`src/rtl/usbclk_pkg.sv`:
```
// Shared types for the USB clock source selector.
package usbclk_pkg;

    // Operating state of the wake controller.
    typedef enum logic [1:0] {
        ST_RUN   = 2'd0,
        ST_SLEEP = 2'd1,
        ST_WAKE  = 2'd2
    } wake_state_e;

endpackage

```
`src/rtl/usbclk_lock_timer.sv`:
```
// Lock timer: raises 'locked' once 'arm' has been sampled high for
// LOCK_CYCLES consecutive edges. Any edge with 'arm' low clears it.
// Assumes the PLL settles within LOCK_CYCLES; it never observes the PLL.
module usbclk_lock_timer #(
    parameter int unsigned LOCK_CYCLES = 2000,
    parameter int unsigned CNT_W       = $clog2(LOCK_CYCLES + 1)
) (
    input  logic clk,
    input  logic rst_n,
    input  logic arm,
    output logic locked
);

    logic [CNT_W-1:0] cnt_q;

    // Count armed edges; saturate into the lock flag, restart when disarmed.
    always_ff @(posedge clk) begin
        if (!rst_n) begin
            cnt_q  <= '0;
            locked <= 1'b0;
        end else if (!arm) begin
            cnt_q  <= '0;
            locked <= 1'b0;
        end else if (!locked) begin
            if (cnt_q == CNT_W'(LOCK_CYCLES - 1)) begin
                locked <= 1'b1;
            end else begin
                cnt_q <= cnt_q + 1'b1;
            end
        end
    end

    assert_disarm_clears_R5: assert property (@(posedge clk) disable iff (!rst_n)
        !arm |=> !locked);

    assert_lock_holds_R4: assert property (@(posedge clk) disable iff (!rst_n)
        (locked && arm) |=> locked);

    assert_count_bound_R4: assert property (@(posedge clk) disable iff (!rst_n)
        cnt_q < CNT_W'(LOCK_CYCLES));

endmodule

```
`src/rtl/usbclk_wake_fsm.sv`:
```
// Wake controller: synchronizes RC-domain activity and steps through
// run, sleep and wake. It raises a resume request on activity during
// sleep and returns to run only once the 48 MHz source is ready.
// Assumes 'activity' is held for at least SYNC_STAGES clock cycles.
module usbclk_wake_fsm
    import usbclk_pkg::*;
#(
    parameter int unsigned SYNC_STAGES = 2
) (
    input  logic        clk,
    input  logic        rst_n,
    input  logic        suspend,
    input  logic        activity,
    input  logic        src_ready,
    output wake_state_e state,
    output logic        resume_req
);

    logic [SYNC_STAGES-1:0] sync_q;
    logic                   act_seen;

    generate
        if (SYNC_STAGES == 1) begin : g_sync_one
            // Single-flop capture of the asynchronous activity flag.
            always_ff @(posedge clk) begin
                if (!rst_n) sync_q <= '0;
                else        sync_q <= activity;
            end
        end else begin : g_sync_chain
            // Shift the asynchronous activity flag through the chain.
            always_ff @(posedge clk) begin
                if (!rst_n) sync_q <= '0;
                else        sync_q <= {sync_q[SYNC_STAGES-2:0], activity};
            end
        end
    endgenerate

    assign act_seen = sync_q[SYNC_STAGES-1];

    // State transitions and resume request bookkeeping.
    always_ff @(posedge clk) begin
        if (!rst_n) begin
            state      <= ST_RUN;
            resume_req <= 1'b0;
        end else begin
            unique case (state)
                ST_RUN: begin
                    if (suspend) state <= ST_SLEEP;
                end
                ST_SLEEP: begin
                    if (act_seen) begin
                        state      <= ST_WAKE;
                        resume_req <= 1'b1;
                    end else if (!suspend) begin
                        state <= ST_WAKE;
                    end
                end
                ST_WAKE: begin
                    if (!suspend && src_ready) begin
                        state      <= ST_RUN;
                        resume_req <= 1'b0;
                    end
                end
                default: state <= ST_RUN;
            endcase
        end
    end

    assert_req_from_sleep_R9: assert property (@(posedge clk) disable iff (!rst_n)
        $rose(resume_req) |-> $past(state) == ST_SLEEP);

    assert_req_waits_source_R10: assert property (@(posedge clk) disable iff (!rst_n)
        (resume_req && !src_ready) |=> resume_req);

    assert_quiet_exit_R11: assert property (@(posedge clk) disable iff (!rst_n)
        (state == ST_SLEEP && !act_seen && !suspend) |=> !resume_req);

endmodule

```
`src/rtl/usbclk_src_mux.sv`:
```
// Source multiplexer: halves the PLL tick stream with a phase flop and
// picks the tick that reaches the USB function. It uses the RC tick
// outside the running state and gates the PLL path until lock.
// Assumes every tick input lasts exactly one reference cycle.
module usbclk_src_mux
    import usbclk_pkg::*;
(
    input  logic        clk,
    input  logic        rst_n,
    input  wake_state_e state,
    input  logic        src_sel,
    input  logic        locked,
    input  logic        posc_tick,
    input  logic        pll_tick,
    input  logic        frc_tick,
    output logic        clk_en
);

    logic phase_q;
    logic pll_half;

    // Toggle the divide-by-two phase on every PLL tick.
    always_ff @(posedge clk) begin
        if (!rst_n) phase_q <= 1'b0;
        else        phase_q <= phase_q ^ pll_tick;
    end

    assign pll_half = pll_tick & phase_q;

    // Choose the outgoing tick from state, source and lock.
    always_comb begin
        if (state != ST_RUN) clk_en = frc_tick;
        else if (src_sel)    clk_en = pll_half & locked;
        else                 clk_en = posc_tick;
    end

    assert_half_rate_R3: assert property (@(posedge clk) disable iff (!rst_n)
        (clk_en && state == ST_RUN && src_sel) |=> !(clk_en && state == ST_RUN && src_sel));

endmodule

```
`src/rtl/usbclk_sel.sv`:
```
// USB clock source selector top: ties the lock timer, wake controller
// and source multiplexer together. The timer is armed only while the
// PLL is both enabled and selected. Assumes one reference clock with
// all sources presented as tick enables.
module usbclk_sel
    import usbclk_pkg::*;
#(
    parameter int unsigned LOCK_CYCLES = 2000,
    parameter int unsigned SYNC_STAGES = 2
) (
    input  logic clk,
    input  logic rst_n,
    input  logic src_sel,
    input  logic pll_en,
    input  logic suspend,
    input  logic activity,
    input  logic posc_tick,
    input  logic pll_tick,
    input  logic frc_tick,
    output logic clk_en,
    output logic pll_locked,
    output logic resume_req
);

    localparam int unsigned CNT_W = $clog2(LOCK_CYCLES + 1);

    wake_state_e state;
    logic        arm;
    logic        src_ready;

    assign arm       = pll_en & src_sel;
    assign src_ready = ~src_sel | pll_locked;

    usbclk_lock_timer #(
        .LOCK_CYCLES (LOCK_CYCLES),
        .CNT_W       (CNT_W)
    ) u_lock (
        .clk    (clk),
        .rst_n  (rst_n),
        .arm    (arm),
        .locked (pll_locked)
    );

    usbclk_wake_fsm #(
        .SYNC_STAGES (SYNC_STAGES)
    ) u_wake (
        .clk        (clk),
        .rst_n      (rst_n),
        .suspend    (suspend),
        .activity   (activity),
        .src_ready  (src_ready),
        .state      (state),
        .resume_req (resume_req)
    );

    usbclk_src_mux u_mux (
        .clk       (clk),
        .rst_n     (rst_n),
        .state     (state),
        .src_sel   (src_sel),
        .locked    (pll_locked),
        .posc_tick (posc_tick),
        .pll_tick  (pll_tick),
        .frc_tick  (frc_tick),
        .clk_en    (clk_en)
    );

    assert_unlocked_gated_R7: assert property (@(posedge clk) disable iff (!rst_n)
        (state == ST_RUN && src_sel && !pll_locked) |-> !clk_en);

    assert_no_lock_on_posc_R6: assert property (@(posedge clk) disable iff (!rst_n)
        !src_sel |=> !pll_locked);

endmodule

```
`config.mk`:
```
export PLATFORM = sky130hd
export DESIGN_NAME = usbclk_sel
export DESIGN_NICKNAME = d
export VERILOG_FILES = /design/src/rtl/usbclk_pkg.sv /design/src/rtl/usbclk_lock_timer.sv /design/src/rtl/usbclk_wake_fsm.sv /design/src/rtl/usbclk_src_mux.sv /design/src/rtl/usbclk_sel.sv
export SDC_FILE = /design/constraint.sdc
export NUM_CORES = 1
export LEC_CHECK = 0
export BUFFER_PORTS_ARGS = -buffer_cell sky130_fd_sc_hd__buf_2
export CAP_MARGIN = 20
export CORE_MARGIN = 8
export CORE_UTILIZATION = 50
export CTS_CLUSTER_DIAMETER = 200
export DETAILED_ROUTE_END_ITERATION = 8
export PLACE_DENSITY_LB_ADDON = 0.2
export SLEW_MARGIN = 20
export SYNTH_ARGS = -nofsm -noshare
export SYNTH_HDL_FRONTEND = slang
export SYNTH_SLANG_ARGS = --single-unit
export TNS_END_PERCENT = 5
```
`constraint.sdc`:
```
create_clock -name clk -period 1.7 [get_ports clk]
set_input_delay 0 -clock clk [delete_from_list [all_inputs] [get_ports clk]]
set_output_delay 0 -clock clk [all_outputs]
set_load 0.05 [all_outputs]
```
Word-level counts from Yosys, hierarchy flattened. Index checks and enable logic that the tools add are counted.

$add $sub $neg: 1. Equality and inequality tests: 7. Mux-type cells: 12. Bitwise operators: 8. Reductions and logical operators: 9.

Operator list (number): 11-bit by 1-bit adder with 11-bit output (second input constant) (1); 11-bit equality test (second input constant) (1); 2-bit two-way mux (4); 1-bit two-way mux (6); 2-bit case mux with 3 select lines (1); 3-bit AND reduction (2); 2-bit by 1-bit inequality test with 1-bit output (second input constant) (2); 2-bit AND reduction (2); 2-bit nonzero test (2); 1-bit AND (3); 3-bit by 2-bit inequality test with 1-bit output (second input constant) (1); 1-bit NOT (3); 2-bit by 1-bit equality test with 1-bit output (second input constant) (1); 2-bit equality test (second input constant) (1); 2-bit logical NOT (1); 2-bit inequality test (second input constant) (1); 1-bit case mux with 2 select lines (1); 1-bit logical AND (1); 1-bit logical NOT (1); 1-bit OR (1); 1-bit bitwise XOR (1).

Flip-flop bits (word level): 18. Input bits: 9. Logic and storage cells: 43.

Logic depth before layout (Yosys ltp).
Word-level depth: 5. Mapped depth: 6. Mapped depth without buffers: 6.

Cells and area by module. Synthesis repeated with hierarchy kept, for this count alone.

Cell total of the unflattened synthesis: 100. Area total of the unflattened synthesis: 902.1 sq um.

Modules (own cells, without submodules): usbclk_lock_timer (instances 1, cells each 71, area each 639.4 sq um, seq. area each 240.2 sq um); usbclk_wake_fsm (instances 1, cells each 19, area each 180.2 sq um, seq. area each 100.1 sq um); usbclk_src_mux (instances 1, cells each 8, area each 70.1 sq um, seq. area each 20.0 sq um); usbclk_sel (instances 1, cells each 2, area each 12.5 sq um, seq. area each 0.0 sq um).

Least setup slack after synthesis. Ideal clock, no wire load.

Kind: register to output. Start: register u_lock.locked. End: output clk_en. Arrival time: 1.658 ns. Setup slack: 0.042 ns. Stages on the path, launching flop included: 3. Path buffers: 0. Cells stage by stage: dfxtp_1 > nand3_1 > a31oi_1.

Word-level cells in the longest chain between the ends: 3.

RTL lines: start: declaration (RTL line usbclk_lock_timer.sv:11) `output logic locked`; start signal: assignment (RTL line usbclk_lock_timer.sv:20) `locked <= 1'b0;`; start signal: assignment (RTL line usbclk_lock_timer.sv:23) `locked <= 1'b0;`; start signal: assignment (RTL line usbclk_lock_timer.sv:26) `locked <= 1'b1;`; 1-bit AND (RTL line usbclk_src_mux.sv:33) `else if (src_sel) clk_en = pll_half & locked;`; 1-bit two-way mux (RTL line usbclk_src_mux.sv:33); 1-bit two-way mux (RTL line usbclk_src_mux.sv:32) `if (state != ST_RUN) clk_en = frc_tick;`; end: declaration (RTL line usbclk_sel.sv:20) `output logic clk_en,`.

No other way between the ends.

Worst setup path in the final report.
Start: register u_lock.cnt_q[0]. End: register u_lock.cnt_q[1].

Word-level cells in the longest chain between the ends: 3.

RTL lines: start: declaration (RTL line usbclk_lock_timer.sv:14) `logic [CNT_W-1:0] cnt_q;`; start signal: assignment (RTL line usbclk_lock_timer.sv:28) `cnt_q <= cnt_q + 1'b1;`; branches (longest 3 deep; another with 11-bit by 1-bit adder with 11-bit output).

Parallel ways; which one is timed is not known. A chain may end at the register's enable or synchronous reset.

==> flow_summary.ini <==
[global_routing]
grt_max_degree = 13
antenna_found_initial = 0
overflow = 0
grt_usage_pct = 10.5
grt_pass1_wl_um = 2800
grt_pass1_vias = 656

[finish]
final_util_pct = 59.1
multi_input_area_um2 = 500
fin_nets = 133
area_growth_pct = 13.0
fill_cells = 148
register_area_um2 = 360
diodes = 0
drive_gt1_share_pct = 14.7

[power_and_ir_drop]
p_per_area_nw_per_um2 = 1080
ir_worst_vdd_uv = 636
p_total_mw = 1.07
p_leak_nw = 0.392

[synth]
synth_top_area_share_pct = 40.8
syn_area_um2 = 883
synthArstFlopShare_pct = 0
ys_ff_latch = 18
synth_warnings = 0
yosysMostFrequentCell = dfxtp_1
synth_ff_type = dfxtp_1
synth-edff-count = 0
synth_common_cells = dfxtp_1 (18), nand2_1 (12), nor2_1 (11)
ys_types = 29
syn_avg_cell_area_um2 = 8.66
synthTopCellsByArea = dfxtp_1 (41%), ha_1 (9.9%), nand2_1 (5.1%), xnor2_1 (5.0%), nor2_1 (4.7%)
syn_inst = 102
synth_seq_area_share_pct = 40.8
yosysTopAreaCell = dfxtp_1
synth_nets = 118

[sta]
final.min_clock_period_ns = 1.49
finalSetupViolCount = 0
worstMarginPinSlew_ns = 0.478
rsz0062_at_grt = no
hold_viol = 0
fmax_mhz = 672
fin_crit_sh_pct = 87.6
setup_tns_ns = 0
holdWs_ns = 0.0134
final.setup.worst_slack_ns = 0.211
slew_headroom_pct = 68.0
slew_viol_final = 0
skew_ns = 0.00328

[route]
via_per_inst = 5.44
dr.first_iter.drc_count = 13
num_vias = 723
wl_per_cell_um = 12.2
wirelength_um = 1620
drtAntennaViolNets = 0
drtPass1Iterations = 4
drc_errors = 0

[worst_setup_path]
start_kind = register
critical_path.max_fanout = 4
required_ns = 1.88
cp.arrival_ns = 1.67
crit_type = register to register
end_kind = register

[run]
cap_violations = 0

[cts]
cts_resized = 0
cts_buffers = 3
cts.htree.levels = 1
clkLatencyLatePin_ns = 0.30
clock-sinks = 18
clk_pin_slew_worst_paths_ns = 0.11
tritoncts = yes
root_buffer = clkbuf_4
cts.path.max_buffers = 2

[placed_design]
dp_slack_ns = 0.232
place_congestion = 0.780
dp_hpwl_um = 1160
io_buffers = 11

[run_status]
status = completed

[floorplanning]
start_util_pct = 52.3
die_x_um = 58.0
dieHeight_um = 58.0
coreArea_um2 = 1690
fp.dieArea_um2 = 3370
pin_count = 12
floorplan.rows = 15

[hold_path]
hp-class = input pin to register
path summary, 6_finish.rpt:
kind | startpoint | endpoint | slack (ns) | cells past startpoint
setup reg to reg | u_lock.cnt_q[0] | u_lock.cnt_q[1] | 0.21 | 5
hold reg to reg | u_wake.sync_q[0] | u_wake.sync_q[1] | 0.45 | 1
setup / recovery | u_lock.cnt_q[0] | u_lock.cnt_q[1] | 0.21 | 5
hold / removal | rst_n | u_wake.state[1] | 0.01 | 3
area by class of cell:
cell class                      count  area share [%]
Clock buffer                        4            3.63
Inverter                            4            1.50
Multi-Input combinational cell     78            50.1
Sequential cell                    18            36.1
Tap cell                           17            2.13
Timing Repair Buffer               12            6.52
through the flow:
step,cell area [um^2],cells
6_report,998,133
5_1_grt,998,133
4_1_cts,998,133
3_5_place_dp,952,128
3_3_place_gp,952,128
2_1_floorplan,883,102
power breakdown:
group          internal (mW)  total (mW)  switching (mW)  leakage [nW]
clock                  0.131       0.268           0.137        0.0210
combinational          0.121       0.328           0.207         0.224
sequential             0.456       0.478          0.0221         0.146
total                  0.708        1.07           0.366         0.392
critical path: stages (launching register included):
cell	delay (ns)
dfxtp_1	0.40
ha_1	0.21
nand2_1	0.08
o41a_1	0.46
mux2i_1	0.17
nor2_1	0.05
registers in the layout, summed over array words and instances, names as in the netlist:
register	count
u_lock.cnt_q	11
u_wake.state	2
u_wake.sync_q	2
u_lock.locked	1
u_mux.phase_q	1
u_wake.resume_req	1
cell families after synthesis:
kind of cell    share of synthesized area [%]
xor+xnor                                 4.96
fa+ha+maj                                9.91
compound gates                           10.6
buf+inv                                  2.55
flops                                    40.8
mux                                      3.40
simple gates                             27.8
timing repair:
item                                   CTS  global route
setup endpoints to repair                0             0
hold buffers                             1             0
setup buffers                            0             0
endpoints found under the hold margin    1             0
routing by layer:
| layer | vias to the layer above | global-route usage [%] | share of wire [%] |
|---|---|---|---|
| met3 | 4 | 3.75 | 4.2 |
| met5 | - | 0 | 0 |
| met2 | 12 | 15.4 | 43 |
| li1 | 377 | - | - |
| met1 | 330 | 13.5 | 51 |
| met4 | 0 | 4.20 | 1.5 |
cells in the final DEF, fill, tap and decap left out, types with 2 or more instances in the layout:
cell      instances
ha_1              7
nor4_1            2
inv_1             4
nand2_1          12
mux2i_1           3
and2_1            3
nor3_1            4
nand3_1           4
nand2b_1          2
clkbuf_4          3
buf_2            11
xnor2_1           5
a21oi_1           6
nor2_1           11
or3_1             3
o21ai_0           3
dfxtp_1          18
Power figures use the tool's default switching activity.
